--- src/rtl/pf_seq_pkg.sv ---
package pf_seq_pkg;
  localparam int BEAT_BYTES    = 8;
  localparam int BEAT_SHIFT    = 3;
  localparam int MRM_MIN_BEATS = 4;

  typedef enum logic [1:0] {
    CMD_MR  = 2'b00,
    CMD_MRL = 2'b01,
    CMD_MRM = 2'b10,
    CMD_RSV = 2'b11
  } cmd_e;

  typedef enum logic [1:0] {
    ST_IDLE  = 2'b00,
    ST_CALC  = 2'b01,
    ST_ISSUE = 2'b10,
    ST_DONE  = 2'b11
  } state_e;
endpackage

--- src/rtl/pf_size_calc.sv ---
module pf_size_calc
  import pf_seq_pkg::*;
#(
  parameter int LINE_W    = 8,
  parameter int CNT_W     = 10,
  parameter int MAX_SHIFT = 4
) (
  input  cmd_e              cmd,
  input  logic              alias_en,
  input  logic [2:0]        size_code,
  input  logic [LINE_W-1:0] line_words,
  input  logic              narrow,
  output logic [CNT_W-1:0]  beats,
  output logic              lane_only
);
  logic [2:0]        code_sat;
  logic [CNT_W-1:0]  code_beats;
  logic [LINE_W:0]   lw_sum;
  logic [CNT_W-1:0]  line_beats;
  logic [CNT_W-1:0]  multi_beats;

  always_comb begin
    code_sat   = (size_code > 3'(MAX_SHIFT)) ? 3'(MAX_SHIFT) : size_code;
    code_beats = CNT_W'(1) << code_sat;
    lw_sum     = {1'b0, line_words} + {{LINE_W{1'b0}}, 1'b1};
    line_beats = CNT_W'(lw_sum[LINE_W:1]);
    if (line_beats == '0) begin
      line_beats = CNT_W'(1);
    end
    multi_beats = (code_beats < CNT_W'(MRM_MIN_BEATS)) ? CNT_W'(MRM_MIN_BEATS) : code_beats;
  end

  always_comb begin
    lane_only = 1'b0;
    unique case (cmd)
      CMD_MRL: beats = line_beats;
      CMD_MRM: beats = multi_beats;
      default: begin
        if (narrow) begin
          beats     = CNT_W'(1);
          lane_only = 1'b1;
        end else if (alias_en) begin
          beats = code_beats;
        end else begin
          beats = CNT_W'(1);
        end
      end
    endcase
  end
endmodule

--- src/rtl/pf_page_clip.sv ---
module pf_page_clip
  import pf_seq_pkg::*;
#(
  parameter int ADDR_W    = 32,
  parameter int PAGE_BITS = 12,
  parameter int CNT_W     = 10
) (
  input  logic [ADDR_W-1:0] addr,
  input  logic [CNT_W-1:0]  want,
  output logic [CNT_W-1:0]  beats
);
  localparam int OFF_W      = PAGE_BITS - BEAT_SHIFT;
  localparam int PAGE_BEATS = 1 << OFF_W;

  logic [CNT_W-1:0] room;

  always_comb begin
    room  = CNT_W'(PAGE_BEATS) - CNT_W'(addr[PAGE_BITS-1:BEAT_SHIFT]);
    beats = (want > room) ? room : want;
  end
endmodule

--- src/rtl/pf_read_seq.sv ---
module pf_read_seq
  import pf_seq_pkg::*;
#(
  parameter int ADDR_W     = 32,
  parameter int LINE_W     = 8,
  parameter int PAGE_BYTES = 4096,
  parameter int MAX_SHIFT  = 4
) (
  input  logic              clk,
  input  logic              rst_n,
  input  logic              req_valid,
  input  logic [1:0]        req_cmd,
  input  logic [ADDR_W-1:0] req_addr,
  input  logic              alias_en,
  input  logic [2:0]        size_code,
  input  logic [LINE_W-1:0] line_words,
  input  logic              narrow_mode,
  input  logic [1:0]        endian_mode,
  output logic              req_ready,
  output logic              beat_valid,
  output logic [ADDR_W-1:0] beat_addr,
  output logic [7:0]        beat_be,
  input  logic              beat_ready,
  output logic              done,
  output logic              err
);
  localparam int PAGE_BITS = $clog2(PAGE_BYTES);
  localparam int CNT_W     = PAGE_BITS - BEAT_SHIFT + 1;

  // reset: asserted asynchronously, released through two flops
  logic rst_s1_q, rst_s2_q;
  always_ff @(posedge clk or negedge rst_n) begin
    if (!rst_n) begin
      rst_s1_q <= 1'b0;
      rst_s2_q <= 1'b0;
    end else begin
      rst_s1_q <= 1'b1;
      rst_s2_q <= rst_s1_q;
    end
  end

  state_e            state_q, state_d;
  cmd_e              cap_cmd_q;
  logic [ADDR_W-1:0] cap_addr_q;
  logic              cap_alias_q, cap_narrow_q;
  logic [2:0]        cap_code_q;
  logic [LINE_W-1:0] cap_lw_q;
  logic [1:0]        cap_endian_q;

  logic [CNT_W-1:0]  cnt_q, cnt_d;
  logic [ADDR_W-1:0] addr_q, addr_d;
  logic [7:0]        be_q, be_d;

  logic              accept, fire, illegal, lane_only;
  logic              cnt_en;
  logic [CNT_W-1:0]  want_beats, clip_beats;

  assign accept  = (state_q == ST_IDLE) && req_valid;
  assign fire    = (state_q == ST_ISSUE) && beat_ready;
  assign illegal = cap_narrow_q && (cap_endian_q == 2'b00);

  pf_size_calc #(.LINE_W(LINE_W), .CNT_W(CNT_W), .MAX_SHIFT(MAX_SHIFT)) u_size (
    .cmd        (cap_cmd_q),
    .alias_en   (cap_alias_q),
    .size_code  (cap_code_q),
    .line_words (cap_lw_q),
    .narrow     (cap_narrow_q),
    .beats      (want_beats),
    .lane_only  (lane_only)
  );

  pf_page_clip #(.ADDR_W(ADDR_W), .PAGE_BITS(PAGE_BITS), .CNT_W(CNT_W)) u_clip (
    .addr  (cap_addr_q),
    .want  (want_beats),
    .beats (clip_beats)
  );

  // next state
  always_comb begin
    state_d = state_q;
    unique case (state_q)
      ST_IDLE:  if (req_valid) state_d = ST_CALC;
      ST_CALC:  state_d = illegal ? ST_DONE : ST_ISSUE;
      ST_ISSUE: if (beat_ready && (cnt_q == CNT_W'(1))) state_d = ST_DONE;
      default:  state_d = ST_IDLE;
    endcase
  end

  // beat counter and address
  always_comb begin
    cnt_en = 1'b0;
    cnt_d  = cnt_q;
    addr_d = addr_q;
    be_d   = be_q;
    if (state_q == ST_CALC) begin
      cnt_en = 1'b1;
      cnt_d  = clip_beats;
      addr_d = {cap_addr_q[ADDR_W-1:BEAT_SHIFT], {BEAT_SHIFT{1'b0}}};
      be_d   = lane_only ? (cap_addr_q[2] ? 8'hF0 : 8'h0F) : 8'hFF;
    end else if (fire) begin
      cnt_en = 1'b1;
      cnt_d  = cnt_q - CNT_W'(1);
      addr_d = addr_q + ADDR_W'(BEAT_BYTES);
    end
  end

  always_ff @(posedge clk or negedge rst_s2_q) begin
    if (!rst_s2_q) begin
      state_q <= ST_IDLE;
    end else begin
      state_q <= state_d;
    end
  end

  always_ff @(posedge clk) begin
    if (accept) begin
      cap_cmd_q    <= cmd_e'(req_cmd);
      cap_addr_q   <= req_addr;
      cap_alias_q  <= alias_en;
      cap_code_q   <= size_code;
      cap_lw_q     <= line_words;
      cap_narrow_q <= narrow_mode;
      cap_endian_q <= endian_mode;
    end
  end

  always_ff @(posedge clk) begin
    if (cnt_en) begin
      cnt_q  <= cnt_d;
      addr_q <= addr_d;
      be_q   <= be_d;
    end
  end

  assign req_ready  = (state_q == ST_IDLE);
  assign beat_valid = (state_q == ST_ISSUE);
  assign beat_addr  = addr_q;
  assign beat_be    = be_q;
  assign done       = (state_q == ST_DONE);
  assign err        = (state_q == ST_CALC) && illegal;
endmodule

--- config.mk ---
export PLATFORM = sky130hd
export DESIGN_NAME = pf_read_seq
export DESIGN_NICKNAME = d
export VERILOG_FILES = /design/src/rtl/pf_seq_pkg.sv /design/src/rtl/pf_size_calc.sv /design/src/rtl/pf_page_clip.sv /design/src/rtl/pf_read_seq.sv
export SDC_FILE = /design/constraint.sdc
export NUM_CORES = 1
export LEC_CHECK = 0
export BUFFER_PORTS_ARGS = -buffer_cell sky130_fd_sc_hd__buf_2
export CAP_MARGIN = 25
export CORE_MARGIN = 4
export CORE_UTILIZATION = 35
export CTS_BUF_LIST = sky130_fd_sc_hd__clkbuf_16
export DETAILED_ROUTE_END_ITERATION = 8
export PLACE_DENSITY = 0.64
export REMOVE_ABC_BUFFERS = 1
export SYNTH_ARGS = -nofsm -noshare
export SYNTH_HDL_FRONTEND = slang
export SYNTH_SLANG_ARGS = --single-unit
--- constraint.sdc ---
create_clock -name clk -period 3.2 [get_ports clk]
set_clock_uncertainty 0.2 [all_clocks]
set_input_delay 0.16 -clock clk [delete_from_list [all_inputs] [get_ports clk]]
set_output_delay 0.16 -clock clk [all_outputs]
set_load 0.005 [all_outputs]
==> out/qor.csv <==
stage;metric;value;unit
outcome;run_status;finished with violations;
outcome;violations;negative setup slack;
synth;synth-seq-area-share;57.7;%
place;dp.cells;695;
critical_path;arrival;3.10;ns
sta;min_period_over_period;100;%
worst_hold_path;min_path_type;input pin to flip-flop;
final_layout;drive_above_1_share;30.7;%
worst_hold_path;min_delay_worst_endpoint;state_q[1];
sta;max_freq;311;MHz
sta;finalMaxSlewViolations;0;
sta;tightestPinTransition;0.656;ns
pwr;p_comb_share;36.0;%
clock_network;cts_root_buf;clkbuf_16;
global_route;grtUsageTotal;14.0;%
place;portBuffers;91;
detailed_routing;drt_iter0_drc;157;
clock_network;clock-sinks;92;
critical_path;worst-r2r-setup-slack;-0.01;ns
global_route;antenna_found_initial;0;
pwr;intPower;0.00346;W
clock_network;cts_buffers;9;
critical_path;cp_data_required_time;3.09;ns
detailed_routing;viasPerCell;4.67;
sta;rsz0062_at_grt;true;
floorplan;rows;42;
synth;ys_seq_elements;92;
critical_path;crit_path_top_delay_cell;or4b_4;
final_layout;nFillCells;1173;
global_route;grt_pass1_vias;3614;
final_layout;fin_nets;657;
floorplan;ioPinCount;97;
sta;hold_viol;0;
final_layout;fin_cells;766;
critical_path;reg2reg_to;cnt_q[0];
global_route;grt_start_max_net_pins;73;
synth;synth_ff_type;edfxtp_1;
synth;ys_warn_count;0;
pwr;pwr-share-seq;44.1;%
clock_network;ctsLongestPathBuffers;2;
detailed_routing;drc;0;
synth;synth_edf_count;88;
floorplan;dieArea;15500;um^2
worst_hold_path;min-delay-start;req_valid;
sta;slew_headroom;56.3;%
pwr;p_sw;0.00187;W
floorplan;start_util;35.9;%
worst_hold_path;hold_depth;5;
critical_path;cp_slowest_stage_delay;0.49;ns
sta;layout_setup_ws;-0.0108;ns
clock_network;clk_pin_slew;0.06;ns
sta;period_minus_slack;3.21;ns
pwr;power;0.00534;W
floorplan;die_h;125;um
detailed_routing;first_pass_iters;5;
critical_path;start_kind;flip-flop;
job;cap_violations;0;
synth;synth_area_per_cell;11.6;um^2
place;gp_congestion;0.845;
synth;synthArstFlopShare;4.35;%
floorplan;core-area;13200;um^2
global_route;grt_pass1_wl;17700;um
critical_path;reg2reg_depth;10;
pwr;clkPwrFrac;19.9;%
synth;syn_inst;411;
pwr;cellPowerDensity;808;nW/um^2
critical_path;worstReg2RegStart;cap_cmd_q[1];
detailed_routing;routed_wl;10800;um
critical_path;critPathBufInv;0;
pwr;p_leak;2.56;nW
critical_path;path_max_fanout;6;
critical_path;critPathKind;flip-flop to flip-flop;
floorplan;die_width;125;um
clock_network;cts_max_level;3;
pwr;ir_drop;0.579;mV
detailed_routing;wl_per_cell;14.1;um
sta;finalSetupViolCount;1;
clock_network;clk_latency;0.34;ns
place;dp_hpwl;7480;um
clock_network;cts_tree;built;
final_layout;n_antenna_cell;0;
critical_path;cp-end-kind;flip-flop;
global_route;gr-total-overflow;0;
detailed_routing;dr_total_vias;3581;
final_layout;area_delta_synth_final;39.1;%
critical_path;path_delay_family;simple AND/OR/NAND/NOR gates;
pwr;switching_share;35.1;%
critical_path;worstPathCellList;ha_4 > nand3b_1 > or4b_4 > o21ai_2 > ha_1 > nand4_1 > o22ai_2 > or3_4 > mux2i_1 > mux2_4;
detailed_routing;ant_nets;0;
synth;synth_area;4750;um^2
synth;synth_cell_types;48;
## synth_stat cells (9+ instances only)
library cell / count / area share [%]
xor2_1: 27 / 5.0
buf_4: 9 / 1.4
a21oi_1: 9 / 0.95
inv_1: 14 / 1.1
o21ai_0: 32 / 3.4
nand3_1: 16 / 1.7
nor2_1: 25 / 2.0
nand2_1: 59 / 4.7
edfxtp_1: 88 / 56
xnor2_1: 19 / 3.5
ha_1: 19 / 5.0
nor3_1: 13 / 1.4
## cells in the final DEF (no fill, tap or decap), drive strengths merged, types with 6 or more instances in the layout
master,synthesis,final
a21oi,9,9
buf,11,128
clkbuf,7,9
dlygate4sd3,0,50
edfxtp,88,88
ha,19,19
inv,14,16
mux2i,6,6
nand2,59,59
nand3,16,16
nand4,7,7
nor2,25,25
nor3,13,13
nor4,8,8
o21ai,33,33
xnor2,19,19
xor2,27,27
## per-layer routing
layer	track usage, %	wire length [um]
met1	17.2	4670
met2	23.9	5500
met3	3.22	414
met4	5.35	180
met5	0	0
## worst register-to-register path, cell delays in order, from the launching register on
cell and delay, ns:
edfxtp_1 0.43, ha_4 0.33, nand3b_1 0.11, or4b_4 0.49, o21ai_2 0.08, ha_1 0.26, nand4_1 0.13, o22ai_2 0.11
or3_4 0.44, mux2i_1 0.13, mux2_4 0.25
## worst max-delay path by stage
| stage | startpoint | endpoint | slack (ns) | depth (start not counted) |
|---|---|---|---|---|
| finish | cap_cmd_q[1] | cnt_q[0] | -0.01 | 10 |
| global route | cap_addr_q[4] | cnt_q[0] | -0.13 | 11 |
| CTS | cap_lw_q[1] | cnt_q[0] | 0.004 | 12 |
| detailed placement | cap_cmd_q[1] | cnt_q[0] | -0.18 | 12 |
| global placement | cap_cmd_q[1] | cnt_q[0] | -0.09 | 10 |
| floorplan | cap_lw_q[0] | cnt_q[0] | -0.15 | 12 |
## state kept, by name, indices dropped and copies added (netlist names)
signal,flops
cap_code_q,3
cap_cmd_q,2
state_q,2
cap_narrow_q,1
cap_alias_q,1
cap_endian_q,2
rst_s2_q,1
cap_lw_q,8
cap_addr_q,30
rst_s1_q,1
cnt_q,10
beat_addr,29
beat_be,2
## per-stage QoR
step	utilization [%]	setup TNS, ns	instance area (um^2)	hold WS [ns]	setup slack [ns]
2_1_floorplan	-	-2.34	4650	-0.336	-0.147
3_3_place_gp	42.2	-0.198	5590	-0.254	-0.0899
3_5_place_dp	42.2	-0.972	5590	-0.252	-0.180
4_1_cts	49.0	0	6480	0.0980	0.00418
5_1_grt	49.9	-0.567	6610	0.175	-0.128
6_report	49.9	-0.0108	6610	0.113	-0.0108
## cell families (layout without fill, tap and decap cells)
| kind of cell | count (synthesis) | in the layout | synth area share [%] |
|---|---|---|---|
| compound gates | 54 | 54 | 6.29 |
| xor+xnor | 46 | 46 | 8.48 |
| fa+ha+maj | 19 | 19 | 5.00 |
| buf+inv | 32 | 208 | 3.40 |
| flops | 92 | 92 | 57.7 |
| mux | 10 | 10 | 2.21 |
| other cells | 2 | 4 | 0.158 |
| simple gates | 156 | 157 | 16.7 |
## timing repair
action                                  CTS  global route
hold buffers                             50             0
endpoints found under the hold margin    51             0
pin swaps                                11             2
endpoints found under the setup margin    8             8
buffers inserted                          2             3
gates resized for setup                  20            16
cloned                                    1             0
## layout make-up
class                   count  area (um^2)  share of cell area [%]
repair buffers            178         1250                    18.9
clock inverters             7         73.8                    1.12
well taps                 176          220                    3.33
inverters                  14         52.6                   0.795
flip-flops and latches     92         2740                    41.5
clock buffers               9          225                    3.41
multi-input cells         290         2050                    31.0
## power groups by stage
| stage | registers, W | clock network (W) | logic (W) |
|---|---|---|---|
| floorplan | 0.00234 | 0 | 0.00105 |
| detailed placement | 0.00237 | 0 | 0.00179 |
| CTS | 0.00235 | 0.00109 | 0.00189 |
| finish | 0.00235 | 0.00106 | 0.00192 |
| global route | 0.00241 | 0.00114 | 0.00218 |
| global placement | 0.00234 | 0 | 0.00175 |
Note: power is estimated with default switching activity, not from simulation.
